$ cat config.mk
export PLATFORM = sky130hd
export DESIGN_NAME = gpio_irq_bank
export DESIGN_NICKNAME = d
export VERILOG_FILES = /design/src/rtl/gpio_irq_pkg.sv /design/src/rtl/gpio_irq_decode.sv /design/src/rtl/gpio_irq_port.sv /design/src/rtl/gpio_irq_bank.sv
export SDC_FILE = /design/constraint.sdc
export NUM_CORES = 1
export LEC_CHECK = 0
export BUFFER_PORTS_ARGS = -buffer_cell sky130_fd_sc_hd__buf_2
export CAP_MARGIN = 10
export CELL_PAD_IN_SITES_DETAIL_PLACEMENT = 0
export CELL_PAD_IN_SITES_GLOBAL_PLACEMENT = 2
export CORE_AREA = 2 2 172 174
export CTS_CLUSTER_DIAMETER = 80
export DETAILED_ROUTE_END_ITERATION = 7
export DIE_AREA = 0 0 174 176
export PLACE_DENSITY = 0.95
export SLEW_MARGIN = 20
export SYNTH_ARGS = -nofsm -noshare
export SYNTH_HDL_FRONTEND = slang
export SYNTH_HIERARCHICAL = 1
export SYNTH_SLANG_ARGS = --single-unit
$ cat constraint.sdc
create_clock -name clk -period 3.9 [get_ports clk]
set_input_delay 0.585 -clock clk [delete_from_list [all_inputs] [get_ports clk]]
set_output_delay 0.585 -clock clk [all_outputs]
set_load 0.01 [all_outputs]
$ cat src/rtl/gpio_irq_pkg.sv
package gpio_irq_pkg;
  localparam int unsigned ADDR_W = 12;
  localparam int unsigned DATA_W = 32;

  localparam logic [2:0] GRP_STATUS  = 3'd4;
  localparam logic [2:0] GRP_ENABLE  = 3'd5;
  localparam logic [2:0] GRP_TRIGGER = 3'd6;
  localparam logic [2:0] GRP_CLEAR   = 3'd7;

  typedef struct packed {
    logic st_mwr;
    logic en_wr;
    logic en_mwr;
    logic tr_wr;
    logic tr_mwr;
    logic clr_wr;
  } port_wr_t;
endpackage

$ cat src/rtl/gpio_irq_decode.sv
module gpio_irq_decode
  import gpio_irq_pkg::*;
#(
  parameter int unsigned NUM_PORTS = 4
) (
  input  logic                       wr_en,
  input  logic [ADDR_W-1:0]          wr_addr,
  output port_wr_t [NUM_PORTS-1:0]   strobes
);
  logic       hit;
  logic       upper;
  logic [2:0] grp;

  assign hit   = wr_en && (wr_addr[ADDR_W-1:8] == '0) && (wr_addr[1:0] == 2'b00);
  assign upper = wr_addr[7];
  assign grp   = wr_addr[6:4];

  always_comb begin
    for (int p = 0; p < NUM_PORTS; p++) begin
      logic sel;
      sel = hit && (wr_addr[3:2] == 2'(p));
      strobes[p].st_mwr = sel &&  upper && (grp == GRP_STATUS);
      strobes[p].en_wr  = sel && !upper && (grp == GRP_ENABLE);
      strobes[p].en_mwr = sel &&  upper && (grp == GRP_ENABLE);
      strobes[p].tr_wr  = sel && !upper && (grp == GRP_TRIGGER);
      strobes[p].tr_mwr = sel &&  upper && (grp == GRP_TRIGGER);
      strobes[p].clr_wr = sel && !upper && (grp == GRP_CLEAR);
    end
  end
endmodule

$ cat src/rtl/gpio_irq_port.sv
module gpio_irq_port
  import gpio_irq_pkg::*;
#(
  parameter int unsigned PINS = 8
) (
  input  logic                 clk,
  input  logic                 rst_n,
  input  logic [PINS-1:0]      pins,
  input  port_wr_t             wr,
  input  logic [DATA_W-1:0]    wdata,
  output logic [PINS-1:0]      status,
  output logic [PINS-1:0]      enable,
  output logic [3*PINS-1:0]    trigger,
  output logic [PINS-1:0]      detect
);
  localparam int unsigned TW = 3 * PINS;

  logic [PINS-1:0] prev_q, status_q, enable_q, status_d, enable_d;
  logic [TW-1:0]   trig_q, trig_d;
  logic [PINS-1:0] pol, edg, both, rise, fall;
  logic [PINS-1:0] wmask, wval, tmask;
  logic [TW-1:0]   tmask3;

  assign pol   = trig_q[PINS-1:0];
  assign edg   = trig_q[2*PINS-1:PINS];
  assign both  = trig_q[TW-1:2*PINS];
  assign rise  = pins & ~prev_q;
  assign fall  = ~pins & prev_q;
  assign wval  = wdata[PINS-1:0];
  assign wmask = wdata[2*PINS-1:PINS];
  assign tmask = wdata[TW+PINS-1:TW];
  assign tmask3 = {3{tmask}};

  always_comb begin
    for (int i = 0; i < PINS; i++) begin
      if (edg[i])
        detect[i] = both[i] ? (rise[i] | fall[i]) : (pol[i] ? rise[i] : fall[i]);
      else
        detect[i] = pol[i] ? pins[i] : ~pins[i];
    end
  end

  always_comb begin
    status_d = status_q;
    if (wr.clr_wr) status_d = status_d & ~wval;
    if (wr.st_mwr) status_d = (status_d & ~wmask) | (wval & wmask);
    status_d = status_d | detect;

    enable_d = enable_q;
    if (wr.en_wr)  enable_d = wval;
    if (wr.en_mwr) enable_d = (enable_q & ~wmask) | (wval & wmask);

    trig_d = trig_q;
    if (wr.tr_wr)  trig_d = wdata[TW-1:0];
    if (wr.tr_mwr) trig_d = (trig_q & ~tmask3) | (wdata[TW-1:0] & tmask3);
  end

  always_ff @(posedge clk or negedge rst_n) begin
    if (!rst_n) begin
      prev_q   <= '0;
      status_q <= '0;
      enable_q <= '0;
      trig_q   <= '0;
    end else begin
      prev_q   <= pins;
      status_q <= status_d;
      enable_q <= enable_d;
      trig_q   <= trig_d;
    end
  end

  assign status  = status_q;
  assign enable  = enable_q;
  assign trigger = trig_q;
endmodule

$ cat src/rtl/gpio_irq_bank.sv
module gpio_irq_bank
  import gpio_irq_pkg::*;
#(
  parameter int unsigned NUM_PORTS = 4,
  parameter int unsigned PORT_PINS = 8
) (
  input  logic              clk,
  input  logic              rst_n,
  input  logic [31:0]       pin_level,
  input  logic              wr_en,
  input  logic [11:0]       wr_addr,
  input  logic [31:0]       wr_data,
  input  logic [11:0]       rd_addr,
  output logic [31:0]       rd_data,
  output logic              bank_irq
);
  localparam int unsigned NBITS = NUM_PORTS * PORT_PINS;
  localparam int unsigned TW    = 3 * PORT_PINS;

  port_wr_t [NUM_PORTS-1:0] strobes;
  logic [PORT_PINS-1:0] status_p  [NUM_PORTS];
  logic [PORT_PINS-1:0] enable_p  [NUM_PORTS];
  logic [TW-1:0]        trigger_p [NUM_PORTS];
  logic [NBITS-1:0]     status_all, enable_all, det_all, clr_all;
  logic                 unused_rd_up;

  gpio_irq_decode #(.NUM_PORTS(NUM_PORTS)) u_decode (
    .wr_en   (wr_en),
    .wr_addr (wr_addr),
    .strobes (strobes)
  );

  for (genvar p = 0; p < NUM_PORTS; p++) begin : g_port
    gpio_irq_port #(.PINS(PORT_PINS)) u_port (
      .clk     (clk),
      .rst_n   (rst_n),
      .pins    (pin_level[p*PORT_PINS +: PORT_PINS]),
      .wr      (strobes[p]),
      .wdata   (wr_data),
      .status  (status_p[p]),
      .enable  (enable_p[p]),
      .trigger (trigger_p[p]),
      .detect  (det_all[p*PORT_PINS +: PORT_PINS])
    );
    assign status_all[p*PORT_PINS +: PORT_PINS] = status_p[p];
    assign enable_all[p*PORT_PINS +: PORT_PINS] = enable_p[p];
    assign clr_all[p*PORT_PINS +: PORT_PINS] =
      {PORT_PINS{strobes[p].clr_wr}} & wr_data[PORT_PINS-1:0];
  end

  assign bank_irq     = |(status_all & enable_all);
  assign unused_rd_up = rd_addr[7];

  always_comb begin
    rd_data = '0;
    if ((rd_addr[11:8] == 4'h0) && (rd_addr[1:0] == 2'b00) &&
        (int'(rd_addr[3:2]) < NUM_PORTS)) begin
      case (rd_addr[6:4])
        GRP_STATUS:  rd_data[PORT_PINS-1:0] = status_p[rd_addr[3:2]];
        GRP_ENABLE:  rd_data[PORT_PINS-1:0] = enable_p[rd_addr[3:2]];
        GRP_TRIGGER: rd_data[TW-1:0]        = trigger_p[rd_addr[3:2]];
        default:     rd_data = '0;
      endcase
    end
  end
endmodule

Word level (Yosys, flattened, before mapping)
Cells that the tools add are included.
{"block": "totals", "register_bits": 192, "inputBits": 91}
{"block": "op_classes", "order_cmp": 1, "eq_ne": 10, "mux": 164, "bitwise": 119, "reduce_logical": 54}
{"operator": "two-way mux 24 bit", "n": 11}
{"operator": "bitwise AND 8 bit", "n": 21}
{"operator": "two-way mux 8 bit", "n": 20}
{"operator": "two-way mux 1 bit", "n": 128}
{"operator": "bitwise AND 24 bit", "n": 5}
{"operator": "bitwise OR 24 bit", "n": 4}
{"operator": "bitwise OR 8 bit", "n": 12}
{"operator": "inverter 8 bit", "n": 10}
{"operator": "binary-select mux 24 bit (select 2 bit)", "n": 1}
{"operator": "logical AND 1 bit", "n": 39}
{"operator": "bitwise AND 32 bit", "n": 1}
{"operator": "binary-select mux 8 bit (select 2 bit)", "n": 2}
{"operator": "inverter 1 bit", "n": 32}
{"operator": "bitwise OR 1 bit", "n": 32}
{"operator": "OR reduction 32 bit", "n": 1}
{"operator": "inverter 24 bit", "n": 1}
{"operator": "case mux 8 bit (3 select lines)", "n": 1}
{"operator": "equality test 3 bit (second input constant)", "n": 7}
{"operator": "two-way mux 16 bit", "n": 1}
{"operator": "nonzero test 2 bit", "n": 8}
{"operator": "logical NOT 4 bit", "n": 2}
{"operator": "logical NOT 2 bit", "n": 3}
{"operator": "equality test 2 bit (second input constant)", "n": 2}
{"operator": "greater-or-equal comparator 3 bit (second input constant)", "n": 1}
{"operator": "3 further kinds", "n": 3}

Logic depth before layout (Yosys ltp)
Gate-level depths: netlist (run 1).
{"block": "depth", "ltp_word": 11, "ltp_mapped": 9, "ltp_nobuf": 5}

Cells and area by module
Netlist (run 1), hierarchy kept.
{"module": "gpio_irq_port", "instances": 4, "cells_each": 209, "area_each_um2": 2665.1, "seq_area_each_um2": 1201.2}
{"module": "gpio_irq_bank", "instances": 1, "cells_each": 138, "area_each_um2": 1581.5, "seq_area_each_um2": 0.0}
{"module": "gpio_irq_decode", "instances": 1, "cells_each": 43, "area_each_um2": 474.2, "seq_area_each_um2": 0.0}

Worst setup path before layout (run 1)
OpenSTA, ideal clock, no wires.
{"block": "synth_path", "kind": "input-to-reg", "from": "in wr_addr[1]", "to": "reg (tool-made name)", "setup_time_ns": 0.125, "t_arrival_ns": 2.593, "path_slack_ns": 1.182, "cell_stages": 9, "path_buffers": 4, "path_cell_list": "or4_4 -> buf_6 -> buf_12 -> nor4_2 -> buf_12 -> nor2b_4 -> buf_12 -> a21oi_4 -> mux2_4"}
{"element": "start: declaration", "line": "gpio_irq_bank.sv:11", "source": "input logic [11:0] wr_addr,"}

Worst setup path after layout (run 1)
{"block": "layout_path", "from": "in rd_addr[2]", "to": "out rd_data[3]"}
{"block": "layout_between", "elab_chain_cells": 6, "word_cells_on_any_way": 12, "classes_between": "mux: 11; bitwise: 1"}
{"element": "start: declaration", "line": "gpio_irq_bank.sv:13", "source": "input logic [11:0] rd_addr,"}
{"element": "inverter 2 -> 3 bit (implied by the code) *", "line": "gpio_irq_bank.sv:59, gpio_irq_bank.sv:60, gpio_irq_bank.sv:61"}
{"element": "binary-select mux 24 bit (select 2 bit) (tied with other cells)", "line": "gpio_irq_bank.sv:61", "source": "GRP_TRIGGER: rd_data[TW-1:0] = trigger_p[rd_addr[3:2]];"}
{"element": "two-way mux 24 bit (implied by the code) (tied with other cells) (2 in series)", "line": "gpio_irq_bank.sv:61"}
{"element": "case mux 8 bit (3 select lines) *", "line": "gpio_irq_bank.sv:58", "source": "case (rd_addr[6:4])"}
{"element": "two-way mux 24 bit *", "line": "gpio_irq_bank.sv:56", "source": "if ((rd_addr[11:8] == 4'h0) && (rd_addr[1:0] == 2'b00) &&"}
{"element": "end: declaration", "line": "gpio_irq_bank.sv:14", "source": "output logic [31:0] rd_data,"}
Every way passes the cells marked *; elsewhere a longest branch is shown, timed or not. The select of a mux whose other input is x is not followed.

==> results of run 1 <==
==> where the power goes <==
group,switching [uW],internal [uW]
Combinational,246,140
Sequential,19.4,2020
Clock,788,1050
Total,1050,3210
==> placed cells by master (no fill, tap or decap), types with 3 or more instances in the layout <==
master and instances:
a21oi_1 32, a21oi_4 32, a22oi_1 48, a32oi_1 32, buf_2 113, buf_4 29, bufinv_16 3, clkbuf_16 17
clkbuf_8 3, clkinv_2 3, conb_1 8, dfrtp_1 192, ha_1 64, inv_1 69, inv_6 3, mux2_2 64
mux2_4 96, mux4_2 40, nand2_1 32, nand2b_1 32, nand3_1 38, nand4_1 18, nand4b_1 8, nor2b_1 20
nor2b_4 4, nor4_2 17, nor4_4 6, o211ai_1 32, or4b_2 3, or4bb_1 3, xnor2_1 32
==> worst max-delay path by stage <==
stage                 endpoint  slack (ps)  cells past startpoint
floorplan                 flop        1180                      9
global placement          flop         880                      6
detailed placement        flop         830                      6
CTS                 rd_data[3]         930                      6
global route        rd_data[3]         890                      6
finish              rd_data[3]         970                      6
==> critical path: stages <==
cell	delay (ps)
buf_2	480
buf_4	290
mux4_2	510
nand4_1	110
o221ai_1	170
buf_2	190
==> final cells by class <==
cell class	count	share of cell area [%]
flip-flops and latches	192	34.0
clock inverters	12	1.11
clock buffers	20	3.23
inverters	69	1.83
multi-input cells	673	50.5
well taps	384	3.40
repair buffers	145	5.92
==> through the flow <==
stage | cells | power (uW) | area [um^2]
2_1_floorplan | 992 | 2250 | 12600
3_3_place_gp | 1463 | 2450 | 13500
3_5_place_dp | 1463 | 2460 | 13500
4_1_cts | 1495 | 4300 | 14100
5_1_grt | 1495 | 4420 | 14100
6_report | 1495 | 4260 | 14100
==> routing by layer <==
metal  wire [um]  vias to the layer above  global-route usage [%]
li1            -                     3905                       -
met2       15900                      304                    35.8
met4         613                        0                    6.86
met3        1750                       39                    3.49
met5           0                        -                       0
met1       14800                     4425                    31.3
==> flow_metrics.py, run 1 <==
metrics = {
    "clock_tree": {
        "htree_num_levels": 4,
        "clock-root-buffer": "clkbuf_16",
        "clk_latency_ps": 440,
        "cts_made_buffers": 17,
        "cts.repair.resized": 0,
        "cts_hold_buf": 0,
        "cts_setup_buffers": 0,
        "path_clk_slew_ps": 70,
        "cts_tree": "yes",
        "cts.sinks": 192,
        "clock_path_buffers": 2,
    },
    "grt": {
        "gr-usage-all-layers_pct": 22.3,
        "gr-total-overflow": 0,
        "grt_pass1_wl_um": 52600,
        "grt_max_degree": 86,
        "antenna_found_initial": 0,
        "grt_pass1_vias": 9083,
    },
    "setup_path": {
        "critical_path.startpoint": "rd_addr[2]",
        "worstReg2RegStart": "g_port[3].u_port/prev_q[6]",
        "regToRegSetupSlack_ps": 2570,
        "cp_max_fo": 14,
        "crit_path_end_kind": "output pin",
        "worstSetupPathType": "in2out",
        "reg2regPathDepth": 5,
        "r2r_end": "g_port[3].u_port/status[6]",
        "crit_required_ps": 3310,
        "critPathLaunchType": "primary input",
        "crit_arrival_ps": 2350,
    },
    "sta": {
        "timing.slew.headroom_pct": 34.6,
        "worst_slew_pin_slew_ps": 974,
        "rsz0062_at_grt": "false",
        "setup-violations-final": 0,
        "hold_viol": 0,
        "finalClockSkew_ps": 8.44,
        "final.setup.tns_ps": 0,
        "drv_slew": 0,
        "max_freq_mhz": 341,
        "hold_slack_ps": 203,
        "setup_ws_ps": 968,
        "min_period_over_period_pct": 75.2,
        "fin_crit_ps": 2930,
    },
    "yosys": {
        "yosysWarnings": 6,
        "syn_inst": 985,
        "netlist_area_um2": 12600,
        "syn_area_per_cell_um2": 12.8,
    },
    "power_and_ir_drop": {
        "p_leak_uw": 0.00642,
        "power_density_nw_per_um2": 301,
        "ir_drop_mv": 0.267,
    },
    "cells_and_area": {
        "post-route-util_pct": 49.5,
        "register_area_um2": 4800,
        "num-fill-cells": 2579,
        "syn2layout_area_growth_pct": 12.2,
        "drive_above_1_share_pct": 39.8,
        "multiInputGateArea_um2": 7140,
        "finalNetCount": 1253,
        "diodes": 0,
    },
    "floorplan": {
        "initial_core_util_pct": 44.1,
        "coreArea_um2": 28500,
        "die_width_um": 174,
        "rows": 62,
        "die_y_um": 176,
        "dieArea_um2": 30600,
        "pin_count": 124,
    },
    "detailed_routing": {
        "wl_per_cell_um": 22.2,
        "first_iter_violations": 743,
        "viasPerCell": 5.80,
        "drt_wl_total_um": 33100,
        "num_vias": 8673,
        "postRouteAntennaNets": 0,
        "firstDrtPassIters": 5,
        "drc_errors": 0,
    },
    "placement": {
        "io_buffers": 114,
        "place.gp.congestion": 0.864,
        "preCtsSetupSlack_ps": 828,
        "dp_hpwl_um": 23200,
    },
    "run": {
        "maxCapViolations": 0,
    },
    "status": {
        "status": "completed",
    },
    "hold_path": {
        "min_path_type": "in2async",
    },
}
Power figures use the tool's default switching activity.
==> inputs of run 2 (changes only) <==
--- a/config.mk
+++ b/config.mk
@@ -9,11 +9,11 @@
 export CAP_MARGIN = 10
 export CELL_PAD_IN_SITES_DETAIL_PLACEMENT = 0
 export CELL_PAD_IN_SITES_GLOBAL_PLACEMENT = 2
-export CORE_AREA = 2 2 172 174
+export CORE_AREA = 2 2 178 180
 export CTS_CLUSTER_DIAMETER = 80
 export DETAILED_ROUTE_END_ITERATION = 7
-export DIE_AREA = 0 0 174 176
-export PLACE_DENSITY = 0.95
+export DIE_AREA = 0 0 180 182
+export PLACE_DENSITY = 0.9
 export SLEW_MARGIN = 20
 export SYNTH_ARGS = -nofsm -noshare
 export SYNTH_HDL_FRONTEND = slang
==> constraint.sdc (replaced) <==
create_clock -name clk -period 2.7 [get_ports clk]
set_input_delay 0.405 -clock clk [delete_from_list [all_inputs] [get_ports clk]]
set_output_delay 0.405 -clock clk [all_outputs]
set_load 0.01 [all_outputs]
==> flow_metrics.py, run 2 (same netlist as run 1, synthesis figures left out) <==
metrics = {
    "sta": {
        "finalClockSkew_ps": 10.6,
        "worst_slew_pin_slew_ps": 818,
        "hold_viol": 25,
        "max_freq_mhz": 409,
        "setup_ws_ps": 254,
        "fin_crit_ps": 2450,
        "hold_slack_ps": -24.0,
        "timing.slew.headroom_pct": 45.4,
        "setup-violations-final": 0,
        "drv_slew": 0,
        "final.setup.tns_ps": 0,
        "rsz0062_at_grt": "false",
        "min_period_over_period_pct": 90.6,
    },
    "detailed_routing": {
        "postRouteAntennaNets": 0,
        "viasPerCell": 5.72,
        "wl_per_cell_um": 21.7,
        "num_vias": 8740,
        "drc_errors": 0,
        "drt_wl_total_um": 33200,
        "firstDrtPassIters": 5,
        "first_iter_violations": 638,
    },
    "cells_and_area": {
        "mostFrequentLayoutCells": "192 x dfrtp_1, 113 x buf_2, 96 x mux2_4",
        "finalInstanceArea_um2": 14400,
        "post-route-util_pct": 46.5,
        "mostFrequentLayoutCell": "dfrtp_1",
        "finalNetCount": 1270,
        "diodes": 0,
        "drive_above_1_share_pct": 40.7,
        "syn2layout_area_growth_pct": 14.4,
    },
    "floorplan": {
        "rows": 65,
        "die_y_um": 182,
        "coreArea_um2": 31000,
        "die_width_um": 180,
        "dieArea_um2": 32800,
        "pin_count": 124,
        "initial_core_util_pct": 40.7,
    },
    "power_and_ir_drop": {
        "ir_drop_mv": 0.466,
        "power_density_nw_per_um2": 415,
        "p_leak_uw": 0.00652,
    },
    "clock_tree": {
        "clock_path_buffers": 2,
        "clock-root-buffer": "clkbuf_16",
        "cts.repair.resized": 0,
        "cts_made_buffers": 17,
        "cts_hold_buf": 0,
        "clk_latency_ps": 450,
        "cts_setup_buffers": 0,
        "cts.sinks": 192,
        "path_clk_slew_ps": 80,
        "cts_tree": "yes",
        "htree_num_levels": 4,
    },
    "setup_path": {
        "critPathSlowestCell": "or4_1",
        "crit_path_end_kind": "output pin",
        "cp_top_family": "simple AND/OR/NAND/NOR gates",
        "worstSetupPathType": "reg2out",
        "crit_required_ps": 2300,
        "max_stage_delay_ps": 570,
        "cp_max_fo": 3,
        "worstPathCellList": "a22oi_1 -> nand4_1 -> or4_1 -> buf_2",
        "path_buf_inv": 1,
        "crit_arrival_ps": 2040,
        "critPathLaunchType": "flop",
    },
    "placement": {
        "place.gp.congestion": 0.876,
        "placed_cell_area_um2": 13900,
        "io_buffers": 114,
        "preCtsSetupSlack_ps": -10.1,
        "dp_hpwl_um": 24100,
    },
    "status": {
        "status": "finished with violations",
        "violations": "negative hold slack",
    },
    "grt": {
        "grt_max_degree": 77,
        "grt_pass1_vias": 8959,
        "grt_pass1_wl_um": 51400,
        "gr-usage-all-layers_pct": 20.4,
        "antenna_found_initial": 0,
        "gr-total-overflow": 0,
    },
    "run": {
        "maxCapViolations": 0,
    },
    "hold_path": {
        "min_path_type": "in2async",
    },
}
-- run 2: cell count changes in the layout (fill, tap and decap cells not counted), sizes merged --
cell and delta:
buf +17, bufinv -3, clkbuf -2, clkinv -3
inv +7
-- run 2: metal layers --
| layer | share of wire (%) | track usage, % | wire length (um) |
|---|---|---|---|
| met5 | 0 | 0 | 0 |
| met4 | 1.6 | 5.63 | 547 |
| met3 | 5.7 | 3.45 | 1890 |
| met2 | 47 | 32.8 | 15700 |
| met1 | 45 | 28.4 | 15000 |
-- run 2: final timing paths --
check | startpoint | endpoint | slack, ps | cells past startpoint
worst min register to register | flop | flop | 530 | 1
worst max register to register | g_port[1].u_port/prev_q[4] | g_port[1].u_port/status[4] | 1380 | 5
worst min-delay path | rst_n | asynchronous set/reset pin | -20 | 1
worst max-delay path | g_port[0].u_port/status[4] | bank_irq | 250 | 4
min in group clk | pin_level[27] | g_port[3].u_port/prev_q[3] | 110 | 1
max in group asynchronous | rst_n | g_port[0].u_port/status[7] | 1860 | 2
-- run 2: where the power goes --
part | internal (uW) | switching [uW] | leakage [uW]
Sequential | 2910 | 28.2 | 0.00244
Combinational | 218 | 358 | 0.00381
Clock | 1240 | 1220 | 0.000273
Total | 4370 | 1610 | 0.00652
-- run 2: through the flow --
step                      power, uW  instances
after floorplan                3240        992
after global placement         3560       1498
after detailed placement       3580       1498
after CTS                      6030       1529
after global routing           6200       1529
final                          5980       1529
-- run 2: area by class of cell --
cell class	instances	area [um^2]
fill	2772	16600
multi-input combinational	673	7140
sequential	192	4800
clock buffer	18	439
clock inverter	13	118
inverter	69	259
tap	402	503
timing repair buffer	162	1140
-- run 2: worst register-to-register path, delay by kind of cell, from the launching register on --
family,cells,cell delay [ps]
muxes,1,260
AOI/OAI and AO/OA,1,250
buffers and inverters,1,40
adders and majority gates,1,170
and+or+nand+nor,1,110
DFF,1,350
==> inputs of run 3 (changes only) <==
--- a/config.mk
+++ b/config.mk
@@ -9,11 +9,11 @@
 export CAP_MARGIN = 10
 export CELL_PAD_IN_SITES_DETAIL_PLACEMENT = 0
 export CELL_PAD_IN_SITES_GLOBAL_PLACEMENT = 2
-export CORE_AREA = 2 2 178 180
+export CORE_AREA = 2 2 169 188
 export CTS_CLUSTER_DIAMETER = 80
 export DETAILED_ROUTE_END_ITERATION = 7
-export DIE_AREA = 0 0 180 182
-export PLACE_DENSITY = 0.9
+export DIE_AREA = 0 0 171 190
+export PLACE_DENSITY = 0.91
 export SLEW_MARGIN = 20
 export SYNTH_ARGS = -nofsm -noshare
 export SYNTH_HDL_FRONTEND = slang
==> flow_metrics.py, run 3 (same netlist as run 1, synthesis figures left out) <==
metrics = {
    "grt": {
        "antenna_found_initial": 0,
        "gr-total-overflow": 0,
        "gr-usage-all-layers_pct": 21.4,
        "grt_pass1_vias": 8902,
        "grt_pass1_wl_um": 52700,
        "grt_max_degree": 68,
    },
    "detailed_routing": {
        "postRouteAntennaNets": 0,
        "drc_errors": 0,
        "firstDrtPassIters": 5,
        "drt_wl_total_um": 33600,
        "viasPerCell": 5.63,
        "num_vias": 8725,
        "wl_per_cell_um": 21.7,
        "first_iter_violations": 692,
    },
    "clock_tree": {
        "cts_tree": "yes",
        "cts_made_buffers": 17,
        "clock-root-buffer": "clkbuf_16",
        "cts_setup_buffers": 0,
        "cts.repair.resized": 0,
        "cts.sinks": 192,
        "htree_num_levels": 4,
        "path_clk_slew_ps": 80,
        "clock_path_buffers": 2,
        "clk_latency_ps": 450,
        "cts_hold_buf": 1,
    },
    "run": {
        "maxCapViolations": 0,
    },
    "cells_and_area": {
        "diodes": 0,
        "mostFrequentLayoutCell": "dfrtp_1",
        "syn2layout_area_growth_pct": 14.7,
        "mostFrequentLayoutCells": "192 x dfrtp_1, 113 x buf_2, 96 x mux2_4",
        "drive_above_1_share_pct": 40.7,
        "finalNetCount": 1271,
        "fin_cells": 1549,
    },
    "sta": {
        "fin_crit_ps": 2490,
        "rsz0062_at_grt": "false",
        "finalClockSkew_ps": 12.4,
        "drv_slew": 0,
        "timing.slew.headroom_pct": 44.9,
        "hold_viol": 0,
        "setup-violations-final": 0,
        "max_freq_mhz": 402,
        "min_period_over_period_pct": 92.1,
        "worst_slew_pin_slew_ps": 825,
        "final.setup.tns_ps": 0,
    },
    "setup_path": {
        "crit_arrival_ps": 2080,
        "regToRegSetupSlack_ps": 1400,
        "critPathLaunchType": "flop",
        "reg2regPathDepth": 4,
        "cp_max_fo": 3,
        "r2r_end": "g_port[3].u_port/status[0]",
        "crit_required_ps": 2300,
        "worstReg2RegStart": "g_port[3].u_port/prev_q[0]",
        "crit_path_end_kind": "output pin",
        "worstSetupPathType": "reg2out",
    },
    "status": {
        "status": "completed",
    },
    "placement": {
        "dp_hpwl_um": 24100,
        "io_buffers": 114,
        "dp_cells": 1516,
        "place.gp.congestion": 0.881,
    },
    "power_and_ir_drop": {
        "p_leak_uw": 0.00653,
        "total_power_uw": 6090,
        "power_density_nw_per_um2": 421,
        "ir_drop_mv": 0.377,
    },
    "floorplan": {
        "dieArea_um2": 32500,
        "initial_core_util_pct": 40.9,
        "pin_count": 124,
        "coreArea_um2": 30800,
        "die_y_um": 190,
        "rows": 68,
        "die_width_um": 171,
    },
    "hold_path": {
        "hold_depth": 1,
        "min_path_type": "in2reg",
        "worstHoldStart": "pin_level[19]",
        "hold_end": "g_port[2].u_port/prev_q[3]",
    },
}
==> run 3: changes by cell type in the layout (fill, tap and decap cells not counted), moves of 3 or more <==
cell / delta
buf_12: -3
inv_8: +3
buf_4: +3
inv_6: -5
==> run 3: cell type report <==
class / count / area, um^2
multi-input cells: 673 / 7140
repair buffers: 163 / 1110
fillers: 2819 / 16400
inverters: 69 / 259
flip-flops and latches: 192 / 4800
clock inverters: 15 / 170
well taps: 420 / 526
clock buffers: 17 / 425
==> run 3: through the flow <==
stage	area (um^2)	hold slack [ps]	setup slack [ps]	utilization, %
after floorplan	12600	109	162	-
after global placement	13800	454	9.92	44.9
after detailed placement	13800	462	11.5	44.9
after CTS	14400	105	220	46.9
after global routing	14400	107	193	46.9
final	14400	116	213	46.9
==> run 3: how the worst max path moves through the flow <==
| stage | slack, ps | start | end | cells past startpoint |
|---|---|---|---|---|
| after floorplan | 160 | wr_addr[1] | flop | 9 |
| after global routing | 190 | g_port[1].u_port/status[7] | bank_irq | 4 |
| after CTS | 220 | g_port[3].u_port/status[5] | bank_irq | 4 |
| final | 210 | g_port[2].u_port/status[0] | bank_irq | 4 |
| after global placement | 10 | wr_addr[1] | flop | 7 |
| after detailed placement | 10 | wr_addr[1] | flop | 7 |
==> run 3: critical path, stage by stage, from the launching register on <==
cell	delay, ps
dfrtp_1	440
a22oi_1	250
nand4_1	110
or4_1	640
buf_2	190
==> run 3: per-layer routing <==
layer | GRT usage (%) | up-vias | wire [um] | share of wire (%)
li1 | - | 3946 | - | -
met2 | 34.2 | 259 | 16100 | 48
met4 | 5.74 | 0 | 630 | 1.9
met3 | 3.35 | 37 | 1930 | 5.7
met1 | 30.3 | 4483 | 15000 | 45
met5 | 0 | - | 0 | 0
==> run 3: report_power, final <==
group	internal (uW)	leakage, uW	total (uW)	switching, uW
combinational	215	0.00380	576	360
clock	1320	0.000287	2570	1250
sequential	2910	0.00244	2940	27.6
